`src/rtl/cf_irq_aggregator.sv`:
```
module cf_irq_aggregator #(
  parameter int ADDR_W = 12,
  parameter int DATA_W = 32,
  parameter int SRC_W = 12,
  parameter int SYNC_STAGES = 2,
  parameter logic [SRC_W-1:0] SRC_MASK = 'hF0F
) (
  input  logic              clk,
  input  logic              rst_n,
  input  logic [ADDR_W-1:0] reg_addr,
  input  logic              reg_we,
  input  logic [DATA_W-1:0] reg_wdata,
  output logic [DATA_W-1:0] reg_rdata,
  input  logic [SRC_W-1:0]  evt_in,
  input  logic              cd1_n,
  input  logic              cd2_n,
  input  logic              sib_req,
  output logic              irq_out
);

  localparam int GLB_W = 2;
  localparam logic [ADDR_W-1:0] OFF_CARD = ADDR_W'(12'h000);
  localparam logic [ADDR_W-1:0] OFF_LSTS = ADDR_W'(12'h004);
  localparam logic [ADDR_W-1:0] OFF_LEN  = ADDR_W'(12'h008);
  localparam logic [ADDR_W-1:0] OFF_GSTS = ADDR_W'(12'h800);
  localparam logic [ADDR_W-1:0] OFF_GEN  = ADDR_W'(12'h804);
  localparam logic [ADDR_W-1:0] OFF_GSIG = ADDR_W'(12'h808);

  logic [SYNC_STAGES-1:0] sync_a, sync_b;
  logic                   pres_q;
  logic [SRC_W-1:0]       lsts, len;
  logic [GLB_W-1:0]       gsts, gen, gsig;

  wire cd1_s    = sync_a[SYNC_STAGES-1];
  wire cd2_s    = sync_b[SYNC_STAGES-1];
  wire pres_now = ~cd1_s & ~cd2_s;
  wire det_evt  = pres_now ^ pres_q;

  wire wr_lsts = reg_we && (reg_addr == OFF_LSTS);
  wire wr_len  = reg_we && (reg_addr == OFF_LEN);
  wire wr_gsts = reg_we && (reg_addr == OFF_GSTS);
  wire wr_gen  = reg_we && (reg_addr == OFF_GEN);
  wire wr_gsig = reg_we && (reg_addr == OFF_GSIG);

  wire [SRC_W-1:0] set_vec  = ({evt_in[SRC_W-1:1], det_evt}) & SRC_MASK;
  wire [SRC_W-1:0] lclr     = wr_lsts ? reg_wdata[SRC_W-1:0] : '0;
  wire             lpend    = |(lsts & len);
  wire [GLB_W-1:0] gset     = {sib_req & gen[1], lpend & gen[0]};
  wire [GLB_W-1:0] gclr     = wr_gsts ? reg_wdata[GLB_W-1:0] : '0;

  logic unused_bits;
  assign unused_bits = ^{reg_wdata[DATA_W-1:SRC_W], evt_in[0]};

  always_ff @(posedge clk or negedge rst_n) begin
    if (!rst_n) begin
      sync_a <= '1;
      sync_b <= '1;
      pres_q <= 1'b0;
    end else begin
      sync_a <= {sync_a[SYNC_STAGES-2:0], cd1_n};
      sync_b <= {sync_b[SYNC_STAGES-2:0], cd2_n};
      pres_q <= pres_now;
    end
  end

  always_ff @(posedge clk or negedge rst_n) begin
    if (!rst_n) begin
      lsts <= '0;
      len  <= '0;
    end else begin
      lsts <= (lsts & ~lclr) | set_vec;
      if (wr_len) len <= reg_wdata[SRC_W-1:0] & SRC_MASK;
    end
  end

  always_ff @(posedge clk or negedge rst_n) begin
    if (!rst_n) begin
      gsts <= '0;
      gen  <= '0;
      gsig <= '0;
    end else begin
      gsts <= (gsts & ~gclr) | gset;
      if (wr_gen)  gen  <= reg_wdata[GLB_W-1:0];
      if (wr_gsig) gsig <= reg_wdata[GLB_W-1:0];
    end
  end

  assign irq_out = |(gsts & gsig);

  always_comb begin
    reg_rdata = '0;
    case (reg_addr)
      OFF_CARD: reg_rdata[3:2]       = {cd2_s, cd1_s};
      OFF_LSTS: reg_rdata[SRC_W-1:0] = lsts;
      OFF_LEN:  reg_rdata[SRC_W-1:0] = len;
      OFF_GSTS: reg_rdata[GLB_W-1:0] = gsts;
      OFF_GEN:  reg_rdata[GLB_W-1:0] = gen;
      OFF_GSIG: reg_rdata[GLB_W-1:0] = gsig;
      default:  reg_rdata = '0;
    endcase
  end

  a_r4_event_wins: assert property (@(posedge clk) disable iff (!rst_n)
    (|set_vec) |=> ((lsts & $past(set_vec)) == $past(set_vec)));

  a_r3_clear_exact: assert property (@(posedge clk) disable iff (!rst_n)
    (wr_lsts && ((reg_wdata[SRC_W-1:0] & set_vec) == '0))
      |=> ((lsts & $past(reg_wdata[SRC_W-1:0] & SRC_MASK)) == '0));

  a_r6_global_sets: assert property (@(posedge clk) disable iff (!rst_n)
    (lpend && gen[0]) |=> gsts[0]);

  a_r7_status_gate: assert property (@(posedge clk) disable iff (!rst_n)
    (!gen[0] && !gsts[0]) |=> !gsts[0]);

  a_r12_detect_event: assert property (@(posedge clk) disable iff (!rst_n)
    (pres_now != pres_q) |=> lsts[0]);

  a_r10_quiet_line: assert property (@(posedge clk) disable iff (!rst_n)
    (gsig == '0) |-> !irq_out);

endmodule

```
`config.mk`:
```
export PLATFORM = sky130hd
export DESIGN_NAME = cf_irq_aggregator
export DESIGN_NICKNAME = d
export VERILOG_FILES = /design/src/rtl/cf_irq_aggregator.sv
export SDC_FILE = /design/constraint.sdc
export NUM_CORES = 1
export LEC_CHECK = 0
export BUFFER_PORTS_ARGS = -buffer_cell sky130_fd_sc_hd__buf_2
export CORE_UTILIZATION = 44
export DETAILED_ROUTE_END_ITERATION = 12
export GPL_ROUTABILITY_DRIVEN = 0
export GPL_TIMING_DRIVEN = 0
export MAX_ROUTING_LAYER = met4
export PLACE_DENSITY_LB_ADDON = 0.05
export SLEW_MARGIN = 20
export SYNTH_ARGS = -nofsm -noshare
export SYNTH_HDL_FRONTEND = slang
export SYNTH_SLANG_ARGS = --single-unit
```
`constraint.sdc`:
```
create_clock -name clk -period 1.6 [get_ports clk]
set_input_delay 0.16 -clock clk [delete_from_list [all_inputs] [get_ports clk]]
set_output_delay 0.16 -clock clk [all_outputs]
set_load 0.01 [all_outputs]
```
After elaboration in Yosys (flattened, before gate mapping)
Cells that the tools add are included.
{ "word_totals": {"register_bits": 31, "in_bits": 62, "output_inout_bits": 33, "elab_cells": 40} }
{ "op_classes": {"eq_ne": 5, "muxes": 5, "bitwise_logic": 14, "reduce_logical": 8} }
{ "ops": {"columns": ["cell", "count"], "rows": [
  ["$eq 12x12->1 const B", 3],
  ["$and 12x12->12", 2],
  ["$pmux 8 s2", 1],
  ["$eq 12x3->1 const B", 1],
  ["$eq 12x4->1 const B", 1],
  ["$logic_not 12->1", 1],
  ["$mux 12", 1],
  ["$not 12->12", 1],
  ["$or 12x12->12", 1],
  ["$reduce_or 12->1", 1],
  ["$pmux 2 s5", 1],
  ["$pmux 2 s3", 1],
  ["$logic_and 1x1->1", 5],
  ["$and 2x2->2", 2],
  ["$and 1x1->1", 3],
  ["$mux 2", 1],
  ["$not 1->1", 2],
  ["$not 2->2", 1],
  ["$or 2x2->2", 1],
  ["$reduce_or 2->1", 1],
  ["$xor 1x1->1", 1]
]} }

Longest topological paths before layout
Gate-level depths: netlist of run 1.
{ "logic_depth": {"ltp_word": 6, "ltp_mapped": 5, "mapped_depth_nobuf": 3} }

Least setup slack after synthesis of run 1
OpenSTA, ideal clock, no wires.
{ "synth_path": {"path_kind": "input to register", "start": "input port reg_addr[2]", "end": "register gsig[0]", "setup_time_ns": 0.125, "arrival_ns": 1.446, "required_ns": 1.475, "path_slack_ns": 0.029, "cell_stages": 4, "path_buffers": 1, "cell_sequence": "buf_2 -> or4b_1 -> nor4_2 -> mux2_2"} }
{ "synth_between": {"elab_chain_cells": 2} }
{ "synth_rtl": {"columns": ["item", "line_no", "rtl"], "rows": [
  ["from (decl)", "10", "input logic [ADDR_W-1:0] reg_addr,"],
  ["$eq 12x12->1", "43", "wire wr_gsig = reg_we && (reg_addr == OFF_GSIG);"],
  ["$logic_and 1x1->1", "43", null],
  ["to (signal assigned)", "84", "if (wr_gsig) gsig <= reg_wdata[GLB_W-1:0];"],
  ["to (decl)", "32", "logic [GLB_W-1:0] gsts, gen, gsig;"]
]} }
No other way between the ends.
A chain may end at the register's enable or synchronous reset.

Worst setup path in the final report of run 1
{ "layout_path": {"start": "input port reg_addr[2]", "end": "output port reg_rdata[1]"} }
{ "layout_between": {"elab_chain_cells": 2, "elab_cells_between_ends": 6, "classes_between": "5 x eq/ne; 1 x mux"} }
{ "layout_rtl": {"columns": ["item", "line_no", "rtl"], "rows": [
  ["$eq 12x12->1, or another cell as far along", "92", "case (reg_addr)"],
  ["$pmux 2 s5 (*)", "92", null],
  ["to (decl)", "13", "output logic [DATA_W-1:0] reg_rdata,"]
]} }
Mark *: on every way between the ends. The rest lies on a longest branch, timed or not.

==> impl_metrics.env, run 1 <==
export IMPL_peakVddDrop_mv=0.539
export IMPL_netlist_instances=157
export IMPL_hp_start="reg_wdata[6]"
export IMPL_pre_cts_ws_ns=-0.393
export IMPL_grt_overflow=0
export IMPL_antenna_cells=0
export IMPL_grt_antenna_before_repair=0
export IMPL_powerDensity_mw_per_mm2=717
export IMPL_drc=0
export IMPL_io_buffers=48
export IMPL_start_util_pct=46.2
export IMPL_fin_nets=294
export IMPL_via_per_inst=5.03
export IMPL_nFillCells=343
export IMPL_slew_headroom_pct=53.6
export IMPL_vias=1414
export IMPL_start_kind="input pin"
export IMPL_wire_per_inst_um=13.6
export IMPL_layout_min_cycle_time_ns=1.55
export IMPL_grt_pass1_wl_mm=6.41
export IMPL_whs_ns=0.0605
export IMPL_endpoint_kind="output pin"
export IMPL_max_clock_freq_ghz=0.644
export IMPL_grt_max_degree=32
export IMPL_postRouteAntennaNets=0
export IMPL_final_cell_area_mm2=0.00220
export IMPL_outcome="complete, no violations"
export IMPL_seqCellArea_um2=781
export IMPL_cts_tree="yes"
export IMPL_cts_root_buf="clkbuf_8"
export IMPL_rows=22
export IMPL_synth_distinct_cells=39
export IMPL_die_w_um=64.0
export IMPL_area_growth_pct=30.2
export IMPL_fin_crit_sh_pct=97.1
export IMPL_fin_ws_ns=0.0464
export IMPL_clkTransAtPathRegs_ns=0.06
export IMPL_cts_made_buffers=5
export IMPL_reg2reg_from="lsts[8]"
export IMPL_drt_pass1_iterations=4
export IMPL_grt_usage_pct=21.1
export IMPL_htreeDepth=2
export IMPL_wirelength_mm=3.83
export IMPL_yosysSeqAreaShare_pct=46.2
export IMPL_drv_slew=0
export IMPL_worst_path_max_fanout=10
export IMPL_io_pins=95
export IMPL_clk_latency_ns=0.28
export IMPL_place_hpwl_mm=2.93
export IMPL_critPathKind="in2out"
export IMPL_multiInputGateArea_um2=811
export IMPL_final_util_pct=60.2
export IMPL_synth_seq_cells=31
export IMPL_finalHoldViolations=0
export IMPL_synth_warnings=0
export IMPL_synth_edff_count=0
export IMPL_rrSetupSlack_ns=0.52
export IMPL_clock_sinks=31
export IMPL_dieArea_mm2=0.00410
export IMPL_cp_required_ns=1.44
export IMPL_crit_arrival_ns=1.39
export IMPL_first_global_vias=1436
export IMPL_syn_area_mm2=0.00169
export IMPL_die_y_um=64.0
export IMPL_rsz0062_at_grt="false"
export IMPL_avgSynthCellArea_um2=10.8
export IMPL_core_mm2=0.00366
export IMPL_leakage_nw=1.12
export IMPL_synth_ff_type="dfrtp_1"
export IMPL_dpl_cell_area_mm2=0.00206
export IMPL_tightest_slew_ns=0.697
export IMPL_hold_class="in2reg"
export IMPL_drive_gt1_share_pct=43.3
export IMPL_setup_viol=0
export IMPL_clockBufferDepth=2
export IMPL_synth_async_reset_ratio_pct=100
export IMPL_drtIter0Drc=44
export IMPL_clock_skew_ns=0.00382
export IMPL_crit_start="reg_addr[2]"
export IMPL_max_cap_violations=0
## synthesized netlist by cell type, drive strengths merged (3+ instances only)
cell type	number	share of area [%]
nor4	3	1.8
mux2	12	8.0
a31oi	7	2.6
and2	4	1.5
a22o	5	2.6
a21boi	4	1.8
and4	3	1.6
a22oi	8	3.6
mux2i	6	3.6
buf	22	9.8
dfrtp	27	40
nor2	16	3.6
dfstp	4	6.2
inv	8	1.8
nand4	3	1.1
## metrics by stage
step / TNS, ns / total power (W) / instances
2_1_floorplan: 0 / 0.000923 / 176
5_1_grt: 0 / 0.00166 / 281
3_5_place_dp: -7.35 / 0.00101 / 272
4_1_cts: 0 / 0.00160 / 283
3_3_place_gp: -6.56 / 0.00100 / 272
6_report: 0 / 0.00158 / 281
## worst max-delay path, cell delays in order
cell and delay, ns:
buf_2 0.11, buf_4 0.17, or4b_4 0.53, o22ai_2 0.14, a22o_1 0.16, buf_2 0.12
## where the power goes
part	internal, W	switching [W]
Clock	0.000304	0.000267
Combinational	0.0000993	0.000106
Sequential	0.000798	0.00000499
## layout make-up
cell class                 instances  share of cell area [%]
multi-input combinational        113                    36.8
sequential                        31                    35.5
timing repair buffer              51                    12.3
buffer                            22                    7.67
clock buffer                       7                    3.47
tap                               48                    2.73
inverter                           8                    1.36
clock inverter                     1                   0.227
## path summary, 6_finish.rpt
| kind | depth (start not counted) | end |
|---|---|---|
| max in group asynchronous | 2 | len[11] |
| setup / recovery | 6 | reg_rdata[1] |
| setup reg to reg | 3 | gsts[0] |
| hold / removal | 2 | lsts[6] |
| hold reg to reg | 0 | sync_a[1] |
| min in group asynchronous | 2 | gsig[0] |
## registers in the layout, indices dropped and copies added, names as in the netlist
name / cells
gen: 2
gsig: 2
gsts: 2
len: 8
lsts: 12
pres_q: 1
sync_a: 2
sync_b: 2
## repair_timing
item	4_1_cts	5_1_grt
endpoints found under the setup margin	30	12
hold buffers	3	0
gates resized for setup	4	3
hold endpoints to repair	29	0
cloned	0	0
setup buffers	0	0
pin swaps	0	1
## cell families (layout without fill, tap and decap cells)
| group | count (synthesis) | in the layout | share of synthesized area (%) |
|---|---|---|---|
| compound gates | 29 | 29 | 12.7 |
| xor+xnor | 1 | 1 | 0.518 |
| buf+inv | 32 | 89 | 12.1 |
| flops | 31 | 31 | 46.2 |
| mux | 18 | 18 | 11.5 |
| other cells | 1 | 20 | 0.222 |
| simple gates | 45 | 45 | 16.8 |
## per-layer routing
layer | routed length [um] | GRT usage [%] | up-vias
met5 | 0 | - | -
met4 | 97 | 10.8 | 0
met3 | 276 | 5.36 | 9
met2 | 1830 | 33.5 | 65
met1 | 1630 | 24.7 | 659
li1 | - | - | 681
## placed cells by master, fill, tap and decap left out, types with 3 or more instances in the layout
cell type	Yosys	routed
mux2_2	12	12
dfstp_2	4	4
a22o_1	5	5
nand4_1	3	3
clkbuf_8	0	5
a31oi_1	7	7
dfrtp_1	27	27
buf_2	1	48
inv_1	8	8
and2_1	4	4
nor2_1	16	16
conb_1	1	20
a21boi_0	4	4
mux2i_1	6	6
buf_4	20	21
dlygate4sd3_1	0	3
a22oi_1	8	8
Power figures use the tool's default switching activity.
==> run 2: changes to the inputs <==
ABC_AREA = 1   (was default)
CORE_UTILIZATION = 45   (was 44)
PLACE_DENSITY = 0.85   (was default)
PLACE_DENSITY_LB_ADDON = default   (was 0.05)
==> run 2 against run 1 <==
  * Clock-buffer cell count increased by 1
  * Total power fell by 1.3%
  * Sequential share of layout area decreased by 2.3 points
  * Register-to-register slack better by 0.14 ns
  * Final area grew 6.9%
  * Global-route usage fell by 0.37 points
  * Highest routed layer unchanged
==> impl_metrics.env, run 2 <==
export IMPL_outcome="complete, no violations"
export IMPL_synth_top_area_cell="dfrtp_1"
export IMPL_grt_antenna_before_repair=0
export IMPL_rows=23
export IMPL_postRouteAntennaNets=0
export IMPL_slew_headroom_pct=55.4
export IMPL_via_per_inst=4.50
export IMPL_cp_cell_sequence="buf_2 -> inv_1 -> nand3_2 -> nor2_4 -> buf_4 -> nand3_1 -> nand3_1 -> buf_2"
export IMPL_grt_usage_pct=20.7
export IMPL_reg2reg_from="lsts[9]"
export IMPL_die_y_um=66.3
export IMPL_tightest_slew_ns=0.669
export IMPL_grt_max_degree=32
export IMPL_yosysMostFrequentCell="nand2_1"
export IMPL_finalHoldViolations=0
export IMPL_powerDensity_mw_per_mm2=662
export IMPL_clockBufferDepth=2
export IMPL_start_util_pct=46.6
export IMPL_critPathKind="in2out"
export IMPL_synth_distinct_cells=23
export IMPL_power_frac_seq_pct=51.5
export IMPL_drt_pass1_iterations=4
export IMPL_max_clock_freq_ghz=0.701
export IMPL_cts_tree="yes"
export IMPL_setup_viol=0
export IMPL_pre_cts_ws_ns=0.141
export IMPL_reg2regPathDepth=6
export IMPL_p_int_w=0.00119
export IMPL_drive_gt1_share_pct=32.2
export IMPL_fin_nets=384
export IMPL_clkTransAtPathRegs_ns=0.06
export IMPL_layout_min_cycle_time_ns=1.43
export IMPL_p_switching_w=0.000370
export IMPL_cp_required_ns=1.44
export IMPL_clk_latency_ns=0.28
export IMPL_clock_skew_ns=0.00470
export IMPL_seqCellArea_um2=781
export IMPL_core_mm2=0.00400
export IMPL_tns_ns=0
export IMPL_place_hpwl_mm=2.91
export IMPL_wire_per_inst_um=10.2
export IMPL_endpoint_kind="output pin"
export IMPL_fin_crit_sh_pct=89.2
export IMPL_worst_path_max_fanout=10
export IMPL_max_flop_register="lsts"
export IMPL_synth_seq_cells=31
export IMPL_cts_made_buffers=5
export IMPL_synth_warnings=0
export IMPL_synthTopCellsByArea="dfrtp_1, nand2_1, buf_4"
export IMPL_synth_edff_count=0
export IMPL_multiInputGateArea_um2=822
export IMPL_swShare_pct=23.7
export IMPL_grt_overflow=0
export IMPL_top_regs="lsts x12, len x8"
export IMPL_hp_start="evt_in[11]"
export IMPL_synth_async_reset_ratio_pct=100
export IMPL_drc=0
export IMPL_ys_top_cells_by_count="nand2_1, inv_1, dfrtp_1"
export IMPL_largest_reg_flops=12
export IMPL_io_buffers=49
export IMPL_grt_pass1_wl_mm=6.53
export IMPL_clock_sinks=31
export IMPL_post_cts_repair_setup_buffers=0
export IMPL_drv_slew=0
export IMPL_htreeDepth=2
export IMPL_netlist_instances=244
export IMPL_cts_root_buf="clkbuf_8"
export IMPL_leakage_nw=1.35
export IMPL_critPathMaxStageDelay_ns=0.26
export IMPL_r2r_end="gsts[0]"
export IMPL_hold_class="in2reg"
export IMPL_comb_power_share_pct=11.8
export IMPL_holdPathEnd="lsts[11]"
export IMPL_avgSynthCellArea_um2=7.64
export IMPL_fin_ws_ns=0.173
export IMPL_nFillCells=389
export IMPL_wirelength_mm=3.81
export IMPL_first_global_vias=1580
export IMPL_synth_ff_type="dfrtp_1"
export IMPL_area_growth_pct=26.4
export IMPL_peakVddDrop_mv=0.495
export IMPL_slowest_stage="nor2_4"
export IMPL_start_kind="input pin"
export IMPL_io_pins=95
export IMPL_antenna_cells=0
export IMPL_dieArea_mm2=0.00440
export IMPL_die_w_um=66.3
export IMPL_final_cell_mix="nand2_1, buf_2, inv_1"
export IMPL_syn_area_mm2=0.00186
export IMPL_clkPwrFrac_pct=36.7
export IMPL_crit_buf_inv=4
export IMPL_drtIter0Drc=39
export IMPL_synth_top_area_share_pct=36.3
export IMPL_min_path_cells=3
export IMPL_final_common_cell="nand2_1"
export IMPL_max_cap_violations=0
export IMPL_yosysSeqAreaShare_pct=41.9
export IMPL_crit_arrival_ns=1.27
export IMPL_rrSetupSlack_ns=0.66
export IMPL_path_delay_family="simple AND/OR/NAND/NOR gates"
export IMPL_vias=1677
export IMPL_rsz0062_at_grt="false"
==> run 2: cell types whose count changed after synthesis, sizes merged, moves of 12 or more <==
cell,change
nand2,+78
inv,+32
nand3,+15
o21ai,+14
mux2,-12
==> run 2: power by group through the flow <==
stage | sequential, W | clock (W) | combinational (W)
3_5_place_dp | 0.000816 | 0 | 0.000178
5_1_grt | 0.000803 | 0.000626 | 0.000208
2_1_floorplan | 0.000815 | 0 | 0.000102
6_report | 0.000803 | 0.000572 | 0.000183
4_1_cts | 0.000802 | 0.000598 | 0.000184
3_3_place_gp | 0.000816 | 0 | 0.000174
==> run 2: worst reg2reg max path, delay by kind of cell (launching register included) <==
kind,cells,cell delay (ns)
compound gates,1,0.07
flops,1,0.39
simple gates,5,0.37
==> run 2: final cells by class <==
cell class,count,area share (%)
sequential,31,33.2
multi-input combinational,168,34.9
inverter,40,6.38
timing repair buffer,52,11.7
clock buffer,8,3.40
tap,50,2.66
buffer,24,7.81
==> run 2: kinds of logic after synthesis <==
family | synth area share (%)
compound gates | 6.51
xor+xnor | 0.470
buf+inv | 17.9
flops | 41.9
other cells | 0.201
simple gates | 33.0
==> run 2: worst max path at each step <==
| stage | from | to | slack [ns] | depth (start not counted) |
|---|---|---|---|---|
| detailed placement | reg_addr[7] | reg_rdata[0] | 0.14 | 9 |
| global route | reg_addr[1] | reg_rdata[0] | 0.03 | 10 |
| global placement | reg_addr[7] | reg_rdata[0] | 0.15 | 9 |
| floorplan | reg_addr[7] | reg_rdata[0] | 0.48 | 8 |
| CTS | reg_addr[7] | reg_rdata[0] | 0.13 | 9 |
| finish | reg_addr[10] | reg_rdata[2] | 0.17 | 8 |
==> run 2: routing by layer <==
metal,share of wire (%),GRT usage (%),up-vias
met2,49,35.5,61
met4,1.5,9.04,0
li1,-,-,864
met5,0,-,-
met1,43,23.5,744
met3,6.5,4.14,8
==> run 2: timing repair <==
item                                    4_1_cts  5_1_grt
endpoints found under the setup margin        0        2
hold buffers                                  3        0
endpoints found under the hold margin        29        0
gates resized for setup                       0        1
==> run 2: per-stage QoR <==
| step | utilization [%] | instance area, um2 | hold slack [ns] | power (W) | cells |
|---|---|---|---|---|---|
| detailed placement | 56.1 | 2240 | 0.246 | 0.000994 | 362 |
| global placement | 56.1 | 2240 | 0.230 | 0.000990 | 362 |
| global route | 58.9 | 2350 | 0.0618 | 0.00164 | 373 |
| floorplan | - | 1930 | -0.136 | 0.000917 | 263 |
| finish | 58.9 | 2350 | 0.0606 | 0.00156 | 373 |
| CTS | 58.8 | 2350 | 0.0523 | 0.00158 | 373 |
==> run 3: changes to the inputs <==
clock period = 1.49 ns   (was 1.6 ns; I/O delays follow)
==> run 3 against run 2 <==
  * First-iteration DRC count rose by 23%
  * Clock skew grew 0.00086 ns
  * Total power up 7.8%
  * Worst hold slack worse by 0.011 ns
  * Critical path depth is 2 higher
  * Non-clock buffer count up 5
  * Via count increased by 1.3%
  * Final area increased by 2.2%
  * Final cell count increased by 1.3%
  * Register-to-register slack worse by 0.11 ns
  * Clock power is 7.3% higher
  * Sequential power up 7.3%
==> impl_metrics.env, run 3 (synthesis results as in run 2) <==
export IMPL_outcome="complete, no violations"
export IMPL_via_per_inst=4.49
export IMPL_nFillCells=382
export IMPL_antenna_cells=0
export IMPL_cp_required_ns=1.34
export IMPL_critPathKind="in2out"
export IMPL_start_util_pct=46.6
export IMPL_area_growth_pct=29.1
export IMPL_clkTransAtPathRegs_ns=0.06
export IMPL_finalHoldViolations=0
export IMPL_setup_viol=0
export IMPL_drc=0
export IMPL_reg2regPathDepth=6
export IMPL_clock_sinks=31
export IMPL_wl_met1_mm=1.70
export IMPL_start_kind="input pin"
export IMPL_clk_latency_ns=0.28
export IMPL_fin_nets=389
export IMPL_htreeDepth=2
export IMPL_top_layer_used="met4"
export IMPL_grt_usage_pct=20.7
export IMPL_peakVddDrop_mv=0.531
export IMPL_rows=23
export IMPL_leakage_nw=1.37
export IMPL_first_global_vias=1580
export IMPL_reg2reg_from="lsts[9]"
export IMPL_tightest_slew_ns=0.671
export IMPL_vias=1699
export IMPL_wire_per_inst_um=10.4
export IMPL_endpoint_kind="output pin"
export IMPL_dpl_cell_area_mm2=0.00224
export IMPL_final_cell_area_mm2=0.00241
export IMPL_die_y_um=66.3
export IMPL_drt_pass1_iterations=4
export IMPL_worst_path_max_fanout=7
export IMPL_drive_gt1_share_pct=33.8
export IMPL_cp_endpoint="reg_rdata[0]"
export IMPL_dr_wl_met2_mm=1.92
export IMPL_grt_max_degree=32
export IMPL_rrSetupSlack_ns=0.55
export IMPL_cts_made_buffers=5
export IMPL_cts_tree="yes"
export IMPL_dr_wl_met3_um=232
export IMPL_fin_crit_sh_pct=93.3
export IMPL_max_flop_register="lsts"
export IMPL_clock_skew_ns=0.00556
export IMPL_r2r_end="gsts[0]"
export IMPL_final_common_cell="nand2_1"
export IMPL_clockBufferDepth=2
export IMPL_wirelength_mm=3.93
export IMPL_place_hpwl_mm=2.91
export IMPL_top_regs="lsts x12, len x8"
export IMPL_power_w=0.00168
export IMPL_postRouteAntennaNets=0
export IMPL_core_mm2=0.00400
export IMPL_die_w_um=66.3
export IMPL_io_pins=95
export IMPL_grt_overflow=0
export IMPL_drv_slew=0
export IMPL_largest_reg_flops=12
export IMPL_drtIter0Drc=48
export IMPL_grt_antenna_before_repair=0
export IMPL_cts_root_buf="clkbuf_8"
export IMPL_powerDensity_mw_per_mm2=698
export IMPL_final_cell_mix="nand2_1, buf_2, inv_1"
export IMPL_grt_pass1_wl_mm=6.53
export IMPL_crit_arrival_ns=1.24
export IMPL_max_clock_freq_ghz=0.720
export IMPL_max_cap_violations=0
export IMPL_crit_start="reg_addr[10]"
export IMPL_slew_headroom_pct=55.3
export IMPL_io_buffers=49
export IMPL_hold_class="in2reg"
export IMPL_dieArea_mm2=0.00440
export IMPL_layout_min_cycle_time_ns=1.39
## run 3: area by class of cell
type                            count  area (um2)  area share (%)
Inverter                           40         150            6.24
Timing Repair Buffer               57         313            13.0
Clock buffer                        8        80.1            3.33
Buffer                             24         188            7.80
Tap cell                           50        62.6            2.60
Multi-Input combinational cell    168         832            34.6
Sequential cell                    31         781            32.4
## run 3: worst min path at each step
stage | startpoint | to | slack [ns] | cells past startpoint
floorplan | rst_n | gen[0] | -0.15 | 0
global placement | rst_n | lsts[11] | 0.22 | 1
detailed placement | rst_n | lsts[10] | 0.23 | 1
CTS | evt_in[2] | lsts[2] | 0.04 | 3
global route | evt_in[2] | lsts[2] | 0.05 | 3
finish | evt_in[11] | lsts[11] | 0.05 | 3
## run 3: layer usage
layer  GRT usage (%)  vias to the layer above
li1                -                      874
met1            23.5                      755
met2            35.5                       61
met3            4.14                        9
met4            9.04                        0
met5               -                        -
## run 3: power breakdown
group | internal (W) | total [W] | switching, W
Clock | 0.000331 | 0.000614 | 0.000283
Combinational | 0.0000920 | 0.000204 | 0.000112
Sequential | 0.000857 | 0.000862 | 0.00000518
Total | 0.00128 | 0.00168 | 0.000400
## run 3: worst max-delay path: stages
cell and delay [ns]:
buf_2 0.09, inv_1 0.08, nand3_2 0.10, nor2_4 0.28, buf_4 0.18, nand3_1 0.07, nand2_1 0.07, inv_1 0.03
nand2_1 0.06, buf_2 0.12
## run 3: through the flow
stage | instances | setup TNS [ns] | util (%) | setup slack (ns) | hold WS (ns)
after detailed placement | 362 | 0 | 56.1 | 0.0534 | 0.235
after floorplan | 263 | 0 | - | 0.396 | -0.147
final | 378 | 0 | 60.2 | 0.100 | 0.0498
after CTS | 373 | 0 | 58.8 | 0.0449 | 0.0413
after global placement | 362 | 0 | 56.1 | 0.0632 | 0.219
after global routing | 378 | -0.0201 | 60.2 | -0.0201 | 0.0508
## run 3: repair_timing
action | 4_1_cts | 5_1_grt
hold buffers | 3 | 0
setup buffers | 0 | 5
setup endpoints to repair | 0 | 6
endpoints found under the hold margin | 29 | 0
gates resized for setup | 0 | 6
